==> src/rtl/masked_cam.sv <==
module masked_cam #(
  parameter int ENTRIES = 8,
  parameter int TAG_W   = 16,
  parameter int DATA_W  = 16
) (
  input  logic                       clk,
  input  logic                       rst_n,
  input  logic                       cmd_valid,
  input  logic [1:0]                 cmd_op,
  input  logic [TAG_W-1:0]           cmd_key,
  input  logic [DATA_W-1:0]          cmd_data,
  output logic                       done,
  output logic                       no_hit,
  output logic                       one_hit,
  output logic                       multi_hit,
  output logic [$clog2(ENTRIES)-1:0] hit_idx,
  output logic [DATA_W-1:0]          rd_data,
  output logic                       full_err
);
  localparam int IW = $clog2(ENTRIES);
  localparam int CW = TAG_W + 1;

  logic [TAG_W-1:0]   tag_q  [ENTRIES];
  logic [DATA_W-1:0]  data_q [ENTRIES];
  logic [ENTRIES-1:0] busy_q;
  logic [ENTRIES-1:0] match_q;
  logic [TAG_W-1:0]   mask_q;

  wire op_find  = cmd_valid && cmd_op == 2'b00;
  wire op_store = cmd_valid && cmd_op == 2'b01;
  wire op_flush = cmd_valid && cmd_op == 2'b10;
  wire op_mask  = cmd_valid && cmd_op == 2'b11;

  wire [CW-1:0] want = {~op_store, cmd_key};
  wire [CW-1:0] care = op_store ? {1'b1, {TAG_W{1'b0}}} : {1'b1, mask_q};

  logic [ENTRIES-1:0] cmp;
  for (genvar i = 0; i < ENTRIES; i++) begin : g_cmp
    assign cmp[i] = ((({busy_q[i], tag_q[i]}) ^ want) & care) == '0;
  end

  function automatic logic [IW-1:0] lowest(input logic [ENTRIES-1:0] v);
    lowest = '0;
    for (int k = ENTRIES - 1; k >= 0; k--)
      if (v[k]) lowest = IW'(k);
  endfunction

  wire [IW-1:0] cmp_idx  = lowest(cmp);
  wire          cmp_any  = |cmp;
  wire          cmp_many = |(cmp & (cmp - 1'b1));

  assign no_hit    = ~|match_q;
  assign multi_hit = |(match_q & (match_q - 1'b1));
  assign one_hit   = ~no_hit & ~multi_hit;
  assign hit_idx   = lowest(match_q);

  always_ff @(posedge clk or negedge rst_n) begin
    if (!rst_n) begin
      busy_q   <= '0;
      match_q  <= '0;
      mask_q   <= '1;
      rd_data  <= '0;
      done     <= 1'b0;
      full_err <= 1'b0;
      for (int k = 0; k < ENTRIES; k++) begin
        tag_q[k]  <= '0;
        data_q[k] <= '0;
      end
    end else begin
      done <= cmd_valid;
      if (cmd_valid) full_err <= 1'b0;
      if (op_find) begin
        match_q <= cmp;
        if (cmp_any && !cmp_many) rd_data <= data_q[cmp_idx];
      end
      if (op_store) begin
        match_q <= cmp;
        if (cmp_any) begin
          tag_q[cmp_idx]  <= cmd_key;
          data_q[cmp_idx] <= cmd_data;
          busy_q[cmp_idx] <= 1'b1;
        end else begin
          full_err <= 1'b1;
        end
      end
      if (op_flush) begin
        busy_q  <= '0;
        match_q <= '0;
      end
      if (op_mask) mask_q <= cmd_key;
    end
  end

  p_done_pulse_r9: assert property (@(posedge clk) disable iff (!rst_n)
    cmd_valid |=> done);
  p_done_quiet_r9: assert property (@(posedge clk) disable iff (!rst_n)
    !cmd_valid |=> !done);
  p_idle_hold_r3: assert property (@(posedge clk) disable iff (!rst_n)
    !cmd_valid |=> $stable(match_q) && $stable(rd_data));
  p_multi_keep_r5: assert property (@(posedge clk) disable iff (!rst_n)
    (op_find && cmp_many) |=> $stable(rd_data) && multi_hit);
  p_full_hold_r7: assert property (@(posedge clk) disable iff (!rst_n)
    (op_store && &busy_q) |=> $stable(busy_q) && full_err && no_hit);
  p_flush_empty_r8: assert property (@(posedge clk) disable iff (!rst_n)
    op_flush |=> busy_q == '0 && no_hit);
  p_mask_inert_r2: assert property (@(posedge clk) disable iff (!rst_n)
    op_mask |=> $stable(busy_q) && $stable(match_q) && $stable(rd_data));
  p_store_grow_r6: assert property (@(posedge clk) disable iff (!rst_n)
    (op_store && !(&busy_q)) |=> $countones(busy_q) == $countones($past(busy_q)) + 1);
endmodule

==> config.mk <==
export PLATFORM = sky130hd
export DESIGN_NAME = masked_cam
export DESIGN_NICKNAME = d
export VERILOG_FILES = /design/src/rtl/masked_cam.sv
export SDC_FILE = /design/constraint.sdc
export NUM_CORES = 1
export LEC_CHECK = 0
export BUFFER_PORTS_ARGS = -buffer_cell sky130_fd_sc_hd__buf_2
export CAP_MARGIN = 10
export CORE_MARGIN = 1.5
export CORE_UTILIZATION = 35
export DETAILED_ROUTE_END_ITERATION = 16
export MAX_ROUTING_LAYER = met4
export PLACE_DENSITY = 0.51
export SLEW_MARGIN = 20
export SYNTH_ARGS = -nofsm -noshare
export SYNTH_HDL_FRONTEND = slang
export SYNTH_SLANG_ARGS = --single-unit
==> constraint.sdc <==
create_clock -name clk -period 3.7 [get_ports clk]
set_input_delay 0.185 -clock clk [delete_from_list [all_inputs] [get_ports clk]]
set_output_delay 0.185 -clock clk [all_outputs]
set_load 0.01 [all_outputs]
# ---- After elaboration in Yosys (flattened, before gate mapping)
# Index checks and enable logic that the tools add are counted.
dict set report classes {
  eq_ne 3
  div_mod_pow 0
  addsub 2
  shift 0
  n_reduce_logical 28
  order_cmp 4
  muxes 35
  bitwise 23
  n_mul 0
}
# operator n
set ops {}
lappend ops {{$bwmux 128} 2}
lappend ops {{$and 17x17->17} 8}
lappend ops {{$logic_not 17->1} 8}
lappend ops {{$xor 17x17->17} 8}
lappend ops {{$mux 16} 4}
lappend ops {{$bmux 16 s3} 1}
lappend ops {{$demux 16 s3} 1}
lappend ops {{$mux 3} 16}
lappend ops {{$mux 8} 6}
lappend ops {{$reduce_or 8->1} 4}
lappend ops {{$and 8x8->8} 2}
lappend ops {{$sub 8x1->8 const B} 2}
lappend ops {{$or 8x8->8} 1}
lappend ops {{$logic_and 1x1->1} 7}
lappend ops {{$reduce_and 2->1} 3}
lappend ops {{$eq 2x2->1 const B} 2}
lappend ops {{$ge 4x4->1 const B} 1}
lappend ops {{$lt 3x4->1 const B} 1}
lappend ops {{$lt 4x1->1 const B} 1}
lappend ops {{$mux 1} 4}
lappend ops {{$not 3->4} 1}
lappend ops {{$reduce_bool 2->1} 2}
lappend ops {{$demux 1 s3} 1}
lappend ops {{$ge 3x1->1 const B} 1}
lappend ops {{6 further kinds} 8}
dict set report totals {
  word_cells 117
  mem_bits_ro 0
  ff_bits 306
  latchBits 0
  ramBits 0
  n_memories 0
  inputBits 37
}

# ---- Longest topological paths before layout
# Gate-level depths: netlist of run 1.
dict set report logic_depth {
  depth_word 22
  mapped_depth 14
}

# ---- Least setup slack after synthesis of run 1
# Ideal clock, no wire load.
dict set report synth_path {
  path_kind {register -> register}
  from {reg mask_q[8]}
  to {reg rd_data[10]}
  n_path_buf 2
  stages_incl_launch_ff 12
  setup_slack_ns 0.468
  t_required_ns 3.575
  arrival_ns 3.107
  path_cell_list {dfstp_2 buf_1 a222oi_1 a31oi_2 o21ai_2 a221oi_4 nand3_1 a211oi_1 o21ai_0 a221oi_4 buf_4 mux2_2}
}
dict set report synth_between {
  elab_chain_len 15
  word_cells_on_any_way 36
  classes_between {add/sub: 1; mux: 12; bitwise: 10; reduce/logical: 13}
}
# element line_no
set synth_rtl {}
lappend synth_rtl {{start, declared} 27} ;# logic [TAG_W-1:0] mask_q;
lappend synth_rtl {{start signal, assigned} 90} ;# if (op_mask) mask_q <= cmd_key;
lappend synth_rtl {{$mux 16 *} 35} ;# wire [CW-1:0] care = op_store ? {1'b1, {TAG_W{1'b0}}} : {1'b1, mask_q};
lappend synth_rtl {{$and 17x17->17} 39} ;# assign cmp[i] = ((({busy_q[i], tag_q[i]}) ^ want) & care) == '0;
lappend synth_rtl {{$logic_not 17->1} 39}
lappend synth_rtl {{$mux 3 (8 in a row)} 45} ;# if (v[k]) lowest = IW'(k);
lappend synth_rtl {{$not 3->4 (not written as such)} 74} ;# if (cmp_any && !cmp_many) rd_data <= data_q[cmp_idx];
lappend synth_rtl {{$bmux 16 s3} 74}
lappend synth_rtl {{$mux 16 (not written as such) (2 in a row)} 74}
lappend synth_rtl {{end signal, assigned} 74}
lappend synth_rtl {{end, declared} 17} ;# output logic [DATA_W-1:0] rd_data,
# Mark *: on every way between the ends. The rest lies on a longest branch, timed or not. The select of a mux whose other input is x is not followed.
# A chain may end at the register's enable or synchronous reset.

# ---- Final worst setup path of run 1
dict set report layout_path {
  from {in cmd_valid}
  to {reg data_q[53] in the netlist's numbering}
}
dict set report layout_between {
  elab_chain_len 19
  word_cells_on_any_way 44
  classes_between {order compare: 2; mux: 12; bitwise: 18; reduce/logical: 12}
}
# element line_no
set layout_rtl {}
lappend layout_rtl {{start, declared} 8} ;# input logic cmd_valid,
lappend layout_rtl {{$logic_and 1x1->1 *} 30} ;# wire op_store = cmd_valid && cmd_op == 2'b01;
lappend layout_rtl {{$not 1->1} 34} ;# wire [CW-1:0] want = {~op_store, cmd_key};
lappend layout_rtl {{$xor 17x17->17} 39}
lappend layout_rtl {{$and 17x17->17} 39}
lappend layout_rtl {{$logic_not 17->1} 39}
lappend layout_rtl {{$mux 3 (8 in a row)} 45}
lappend layout_rtl {{$not 3->4 (not written as such)} 80} ;# data_q[cmp_idx] <= cmd_data;
lappend layout_rtl {{$ge 4x4->1 (not written as such) or $lt 4x1->1 (tied branches)} 80}
lappend layout_rtl {{$logic_and 1x1->1 (not written as such)} 80}
lappend layout_rtl {{$mux 16 (not written as such)} 80}
lappend layout_rtl {{$demux 16 s3} 80}
lappend layout_rtl {{$bwmux 128} 80}
lappend layout_rtl {{end signal, assigned by index} 80}
lappend layout_rtl {{end, declared} 24} ;# logic [DATA_W-1:0] data_q [ENTRIES];
# Mark *: on every way between the ends. The rest lies on a longest branch, timed or not.

==> results of run 1 <==
## layout by cell type (no fill, tap or decap), drive strengths merged, types with 18 or more instances in the layout
cell type    Yosys  layout
xor2           128     128
clkbuf          39      49
a221oi          41      41
nand2           28      28
nor2            26      26
a22oi           70      70
a21boi          19      19
dlygate4sd3      0      18
dfrtp          290     290
buf             56     114
mux2           288     288
## repair_timing
action | 4_1_cts | 5_1_grt
hold endpoints to repair | 223 | 0
hold buffers | 18 | 0
setup endpoints to repair | 0 | 8
resized for setup | 0 | 1
## logic make-up (layout without fill, tap and decap cells)
family | after synthesis | in the layout
buffers and inverters | 102 | 205
AND/OR/NAND/NOR | 110 | 110
XOR/XNOR | 129 | 129
adder cells (fa/ha/maj) | 2 | 2
AO/OA/AOI/OAI | 197 | 197
multiplexers | 288 | 288
flip-flops | 306 | 306
## registers in the layout (all words and copies together), names as in the netlist
| name | cells |
|---|---|
| full_err | 1 |
| tag_q | 128 |
| mask_q | 16 |
| busy_q | 8 |
| match_q | 8 |
| rd_data | 16 |
| data_q | 128 |
| done | 1 |
## metrics by stage
stage / area [µm²] / power, mW / utilization [%]
global route: 17500 / 11.3 / 41.7
detailed placement: 16100 / 7.10 / 38.4
floorplan: 14800 / 6.22 / -
finish: 17500 / 10.7 / 41.7
CTS: 17500 / 10.8 / 41.7
global placement: 16100 / 7.04 / 38.4
## power by group through the flow
stage                     logic [mW]  clock network, mW  registers, mW
after CTS                       2.33               3.74           4.74
after global placement          2.27                  0           4.77
final                           2.30               3.64           4.74
after floorplan                 1.59                  0           4.63
after global routing            2.52               3.88           4.86
after detailed placement        2.30                  0           4.80
## area by class of cell
cell class / count / share of cell area (%)
Clock inverter: 17 / 1.03
Clock buffer: 49 / 5.90
Inverter: 7 / 0.150
Tap cell: 539 / 3.86
Sequential cell: 306 / 43.9
Timing Repair Buffer: 132 / 6.63
Multi-Input combinational cell: 726 / 38.5
## metal layers
metal  share of wire (%)  up-vias  global-route usage [%]
met1                  49     4889                    26.7
met5                   0        -                       -
li1                    -     4288                       -
met2                  46      173                    28.8
met4                 1.8        0                    5.45
met3                 3.5       40                    2.43
## worst min path at each step
| stage | endpoint | slack, ps | from |
|---|---|---|---|
| after detailed placement | tag_q[81]$_DFFE_PN0P_ | 340 | rst_n |
| final | tag_q[84]$_DFFE_PN0P_ | 50 | cmd_key[4] |
| after global placement | tag_q[81]$_DFFE_PN0P_ | 340 | rst_n |
| after CTS | tag_q[92]$_DFFE_PN0P_ | 30 | cmd_key[12] |
| after floorplan | busy_q[0]$_DFFE_PN0P_ | -110 | rst_n |
| after global routing | tag_q[84]$_DFFE_PN0P_ | 40 | cmd_key[4] |
==> flow_summary.json, run 1 <==
{
  "power-per-cell-area_mw_per_mm2": 612,
  "worstSetupPathType": "in -> reg",
  "report.final.setup_viol": 0,
  "combinational_family_with_the_most_area_after_synthesis": "multiplexers",
  "wl_per_cell_um": 22.1,
  "antenna_found_initial": 0,
  "synth.yosys.seq_area_share_pct": 51.8,
  "switching_share_pct": 29.2,
  "critical_path.cell_chain": "dlygate4sd3_1 > buf_2 > and3b_1 > buf_12 > a221oi_1 > a21oi_1 > a221oi_2 > o21ai_1 > a211oi_2 > o32ai_4 > or2_1 > buf_4 > nor3_4 > buf_4 > mux2_2",
  "holdPathStages": 2,
  "rr_startpoint": "tag_q[72]$_DFFE_PN0P_",
  "slew_headroom_pct": 38.7,
  "grt_setup_unrepaired": "no",
  "cts-root-to-sink-buffers": 3,
  "dpl_worst_slack_ps": 188,
  "clk_pin_slew_ps": 60,
  "nets": 1246,
  "cap_viol_max_count": 0,
  "r2r_setup_slack_ps": 260,
  "power.combinational.fraction_pct": 21.6,
  "detailed_place_hpwl_um": 24900,
  "syn_inst": 1134,
  "final_layout_size_suffix_gt1_share_pct": 37.5,
  "critical_path.most_common_cell": "sky130_fd_sc_hd__buf_4",
  "first_global_vias": 9776,
  "multi_input_comb_area_mm2": 0.00672,
  "drt-pass1-iter-count": 7,
  "r2r_cells": 12,
  "final_slew_viol_count": 0,
  "setup_total_negative_slack_ps": 0,
  "layout_worst_path_cycle_share_pct": 95.6,
  "synth_edf_count": 0,
  "post_synthesis_compound_gate_area_fraction_pct": 10.7,
  "crit_path_start": "cmd_valid",
  "internal_power_of_the_cells_mw": 7.57,
  "setup.worst_path.start_class": "primary input",
  "cts.repair_timing.setup_buffer_count": 0,
  "run_status": "finished clean",
  "grt_pass1_wl_um": 61600,
  "die-width_um": 209,
  "vias": 9390,
  "route.detailed.drc": 0,
  "cts_inserted_buffers": 36,
  "cp_slowest_cell": "sky130_fd_sc_hd__dlygate4sd3_1",
  "yosysMostFrequentCell": "sky130_fd_sc_hd__dfrtp_1",
  "cp-endpoint": "data_q[53]$_DFFE_PN0P_",
  "hold-worst-slack_ps": 49.7,
  "post_synthesis_async_set_or_reset_flop_share_pct": 100,
  "postSynthRegisterBits": 306,
  "cts_tree": "yes",
  "sequentialPowerShare_pct": 44.4,
  "routed_wl_um": 39200,
  "gp_congestion": 0.817,
  "worstSetupEndpointType": "flip-flop",
  "stdcell_count": 1776,
  "leak_pwr_nw": 8.29,
  "yosys.area.top_type": "sky130_fd_sc_hd__dfrtp_1",
  "start_util_pct": 35.4,
  "worst_clk_skew_ps": 24.3,
  "clock_power_share_pct": 34.1,
  "post-synth-top-area-fraction_pct": 48.9,
  "synth.lib_cells_used.distinct": 61,
  "synth.top_cells.by_count": "sky130_fd_sc_hd__dfrtp_1, sky130_fd_sc_hd__mux2_2, sky130_fd_sc_hd__xor2_1",
  "yosysWarningCount": 0,
  "die_y_um": 209,
  "worstHoldPathType": "in -> reg",
  "antenna_left": 0,
  "synth_area_mm2": 0.0148,
  "insertion_delay_ps": 550,
  "ff_latch_area_mm2": 0.00768,
  "crit-reg2reg-capture": "tag_q[71]$_DFFE_PN0P_",
  "num_io_pins": 61,
  "synth.top_cells.by_area": "sky130_fd_sc_hd__dfrtp_1, sky130_fd_sc_hd__mux2_2, sky130_fd_sc_hd__xor2_1",
  "power.switching_mw": 3.12,
  "worstPathMaxFanout": 19,
  "avgSynthCellArea_um2": 13.1,
  "cts.htree.levels": 2,
  "critical_path_buf_inv_count": 5,
  "slowest_delay_ps": 530,
  "cp.required_ps": 4130,
  "synth-main-ff-cell": "sky130_fd_sc_hd__dfrtp_1",
  "net_count_after_synthesis": 1171,
  "muxShareOfSynthArea_pct": 22.6,
  "portBuffers": 60,
  "detail_route.vias_per_cell": 5.29,
  "die_area_mm2": 0.0436,
  "period_minus_slack_ps": 3540,
  "final-hold-violation-count": 0,
  "layout-area-overhead-vs-synth_pct": 17.8,
  "placedCellCount": 1692,
  "critical_path_cell_count": 15,
  "numClockSinks": 306,
  "timing_worst_slew_pin_value_ps": 920,
  "n_fill_cell": 3944,
  "synth_adder_area_share_pct": 0.135,
  "critical-path-top-delay-family": "compound AO/OA/AOI/OAI gates",
  "grt_start_max_net_pins": 108,
  "grt.overflow.total": 0,
  "antenna_cells": 0,
  "synth-xor-area-share_pct": 7.62,
  "worst_ep_arrival_time_ps": 3970,
  "core_region_area_mm2": 0.0419,
  "global_route.usage.total_pct": 19.0,
  "final.setup.worst_slack_ps": 161,
  "rows": 75,
  "achievable-frequency_mhz": 283,
  "root_buffer": "sky130_fd_sc_hd__clkbuf_16",
  "synth_simple_gate_area_share_pct": 3.88,
  "initial_drt_markers": 531,
  "power.ir.vdd_worst_uv": 275
}
No activity file was read; power rests on OpenSTA's default activity.
==> inputs of run 2 (changes only) <==
PLACE_DENSITY = 0.53   (was 0.51)
clock period = 3.2 ns   (was 3.7 ns; I/O delays follow)
==> flow_summary.json, run 2 (synthesis gave the netlist of run 1 again) <==
{
  "run_status": "finished with violations",
  "violations": "setup timing",
  "insertion_delay_ps": 530,
  "worstPathMaxFanout": 8,
  "rr_startpoint": "mask_q[7]$_DFFE_PN1P_",
  "die_area_mm2": 0.0436,
  "leak_pwr_nw": 9.44,
  "cts_tree": "yes",
  "cts_inserted_buffers": 35,
  "routed_wl_um": 43700,
  "route.detailed.drc": 0,
  "final_layout_size_suffix_gt1_share_pct": 49.2,
  "critical-path-top-delay-family": "compound AO/OA/AOI/OAI gates",
  "cp.required_ps": 3600,
  "groute.layer.met1.usage_pct": 27.8,
  "final.setup.worst_slack_ps": -71.1,
  "wl_per_cell_um": 22.7,
  "cts.htree.levels": 2,
  "cap_viol_max_count": 0,
  "clk_pin_slew_ps": 60,
  "grt_start_max_net_pins": 83,
  "destination_of_the_worst_hold_path": "tag_q[90]$_DFFE_PN0P_",
  "worst_ep_arrival_time_ps": 3670,
  "post_layout_power_mw": 13.0,
  "detail_route.vias_per_cell": 5.25,
  "first_global_vias": 10600,
  "cts-root-to-sink-buffers": 3,
  "gp_congestion": 0.815,
  "critical_path.most_common_cell": "sky130_fd_sc_hd__buf_6",
  "cp_slowest_cell": "sky130_fd_sc_hd__dfstp_2",
  "vias": 10100,
  "final_slew_viol_count": 0,
  "start_util_pct": 35.4,
  "num_io_pins": 61,
  "rows": 75,
  "crit-reg2reg-capture": "rd_data[14]$_DFFE_PN0P_",
  "layout_worst_path_cycle_share_pct": 102,
  "grt-busiest-layer": "met2",
  "nets": 1400,
  "root_buffer": "sky130_fd_sc_hd__clkbuf_16",
  "holdPathStages": 2,
  "worstHoldPathType": "in -> reg",
  "dpl_worst_slack_ps": -223,
  "report.final.setup_viol": 51,
  "n_fill_cell": 3711,
  "r2r_setup_slack_ps": -70,
  "portBuffers": 60,
  "die-width_um": 209,
  "min-delay-start": "cmd_key[10]",
  "final_cell_mix": "sky130_fd_sc_hd__dfrtp_1, sky130_fd_sc_hd__mux2_2, sky130_fd_sc_hd__buf_4",
  "grt.overflow.total": 0,
  "r2r_cells": 15,
  "layout-area-overhead-vs-synth_pct": 33.5,
  "antenna_cells": 0,
  "drt-pass1-iter-count": 6,
  "global_route.usage.total_pct": 19.8,
  "timing_worst_slew_pin_value_ps": 703,
  "antenna_found_initial": 0,
  "antenna_left": 0,
  "worst_clk_skew_ps": 24.3,
  "layout.cells.most_common": "sky130_fd_sc_hd__dfrtp_1",
  "largest_registers": "data_q (128), tag_q (128)",
  "setup.worst_path.start_class": "flip-flop",
  "worstSetupEndpointType": "flip-flop",
  "grt.met2_usage_pct": 29.7,
  "detailed_place_hpwl_um": 26600,
  "critical_path_buf_inv_count": 6,
  "core_region_area_mm2": 0.0419,
  "power-per-cell-area_mw_per_mm2": 655,
  "worstSetupPathType": "reg -> reg",
  "achievable-frequency_mhz": 306,
  "period_minus_slack_ps": 3270,
  "initial_drt_markers": 551,
  "grt_pass1_wl_um": 64400,
  "final-hold-violation-count": 0,
  "slowest_delay_ps": 670,
  "slew_headroom_pct": 53.2,
  "die_y_um": 209,
  "grt_setup_unrepaired": "yes",
  "power.ir.vdd_worst_uv": 284,
  "grt_use_met3_pct": 2.96,
  "numClockSinks": 306,
  "critical_path.cell_chain": "buf_6 > a22oi_2 > nand4_1 > nor3_4 > buf_4 > buf_6 > a221oi_4 > nand3_2 > buf_6 > a211oi_2 > o21ai_2 > a221oi_4 > buf_4 > buf_12 > mux2_4"
}
-- run 2: changes by cell type in the layout (fill, tap and decap cells not counted), sizes merged --
| cell | delta |
|---|---|
| dlygate4sd3 | +4 |
| buf | +140 |
| bufinv | -1 |
| inv | -2 |
| clkinvlp | -1 |
| clkbuf | +13 |
| clkinv | -5 |
-- run 2: report_power, final --
part / internal [mW] / switching [mW]
logic: 1.97 / 1.53
clock network: 2.38 / 1.59
registers: 4.84 / 0.671
-- run 2: worst register-to-register path, cell delays in order, from the launching register on --
cell                       delay [ps]
sky130_fd_sc_hd__dfstp_2          670
sky130_fd_sc_hd__buf_6            150
sky130_fd_sc_hd__a22oi_2           40
sky130_fd_sc_hd__nand4_1          210
sky130_fd_sc_hd__nor3_4            80
sky130_fd_sc_hd__buf_4            140
sky130_fd_sc_hd__buf_6            110
sky130_fd_sc_hd__a221oi_4         220
sky130_fd_sc_hd__nand3_2          120
sky130_fd_sc_hd__buf_6            140
sky130_fd_sc_hd__a211oi_2         220
sky130_fd_sc_hd__o21ai_2          100
sky130_fd_sc_hd__a221oi_4         310
sky130_fd_sc_hd__buf_4            170
sky130_fd_sc_hd__buf_12           150
sky130_fd_sc_hd__mux2_4           330
-- run 2: layout make-up --
class | instances | area (µm²) | area share, %
flip-flops and latches | 306 | 7680 | 38.8
multi-input cells | 726 | 7490 | 37.9
repair buffers | 287 | 2810 | 14.2
clock buffers | 51 | 1030 | 5.18
well taps | 539 | 674 | 3.41
clock inverters | 8 | 93.8 | 0.474
inverters | 7 | 26.3 | 0.133
-- run 2: metal layers --
layer	routed length (µm)	vias to the layer above
met5	0	-
met4	899	0
met3	1950	58
met2	19800	198
met1	21100	5261
li1	-	4582
-- run 2: metrics by stage --
step	std cells	TNS, ps	utilization (%)	area [µm²]	hold WS (ps)
final	1924	-2050	47.3	19800	35.5
after global routing	1924	-26290	47.3	19800	50.3
after CTS	1901	-87.7	44.7	18700	22.6
after detailed placement	1802	-16920	40.5	17000	223
after global placement	1802	-18960	40.5	17000	217
after floorplan	1134	0	-	14800	-136
-- run 2: worst max-delay path by stage --
stage / from / to / cells past startpoint
3_5_place_dp: cmd_key[7] / data_q[61]$_DFFE_PN0P_ / 14
3_3_place_gp: cmd_key[7] / data_q[57]$_DFFE_PN0P_ / 14
2_1_floorplan: mask_q[8]$_DFFE_PN1P_ / rd_data[10]$_DFFE_PN0P_ / 11
6_report: mask_q[7]$_DFFE_PN1P_ / rd_data[14]$_DFFE_PN0P_ / 15
4_1_cts: mask_q[3]$_DFFE_PN1P_ / rd_data[0]$_DFFE_PN0P_ / 12
5_1_grt: tag_q[72]$_DFFE_PN0P_ / data_q[79]$_DFFE_PN0P_ / 15
-- run 2: timing repair --
item                       in CTS  in global routing
gates cloned                    4                 12
gates resized for setup        40                171
hold endpoints to repair      205                  0
hold buffers                   22                  0
setup endpoints to repair     174                239
pin swaps                      20                 23
setup buffers                  15                 12
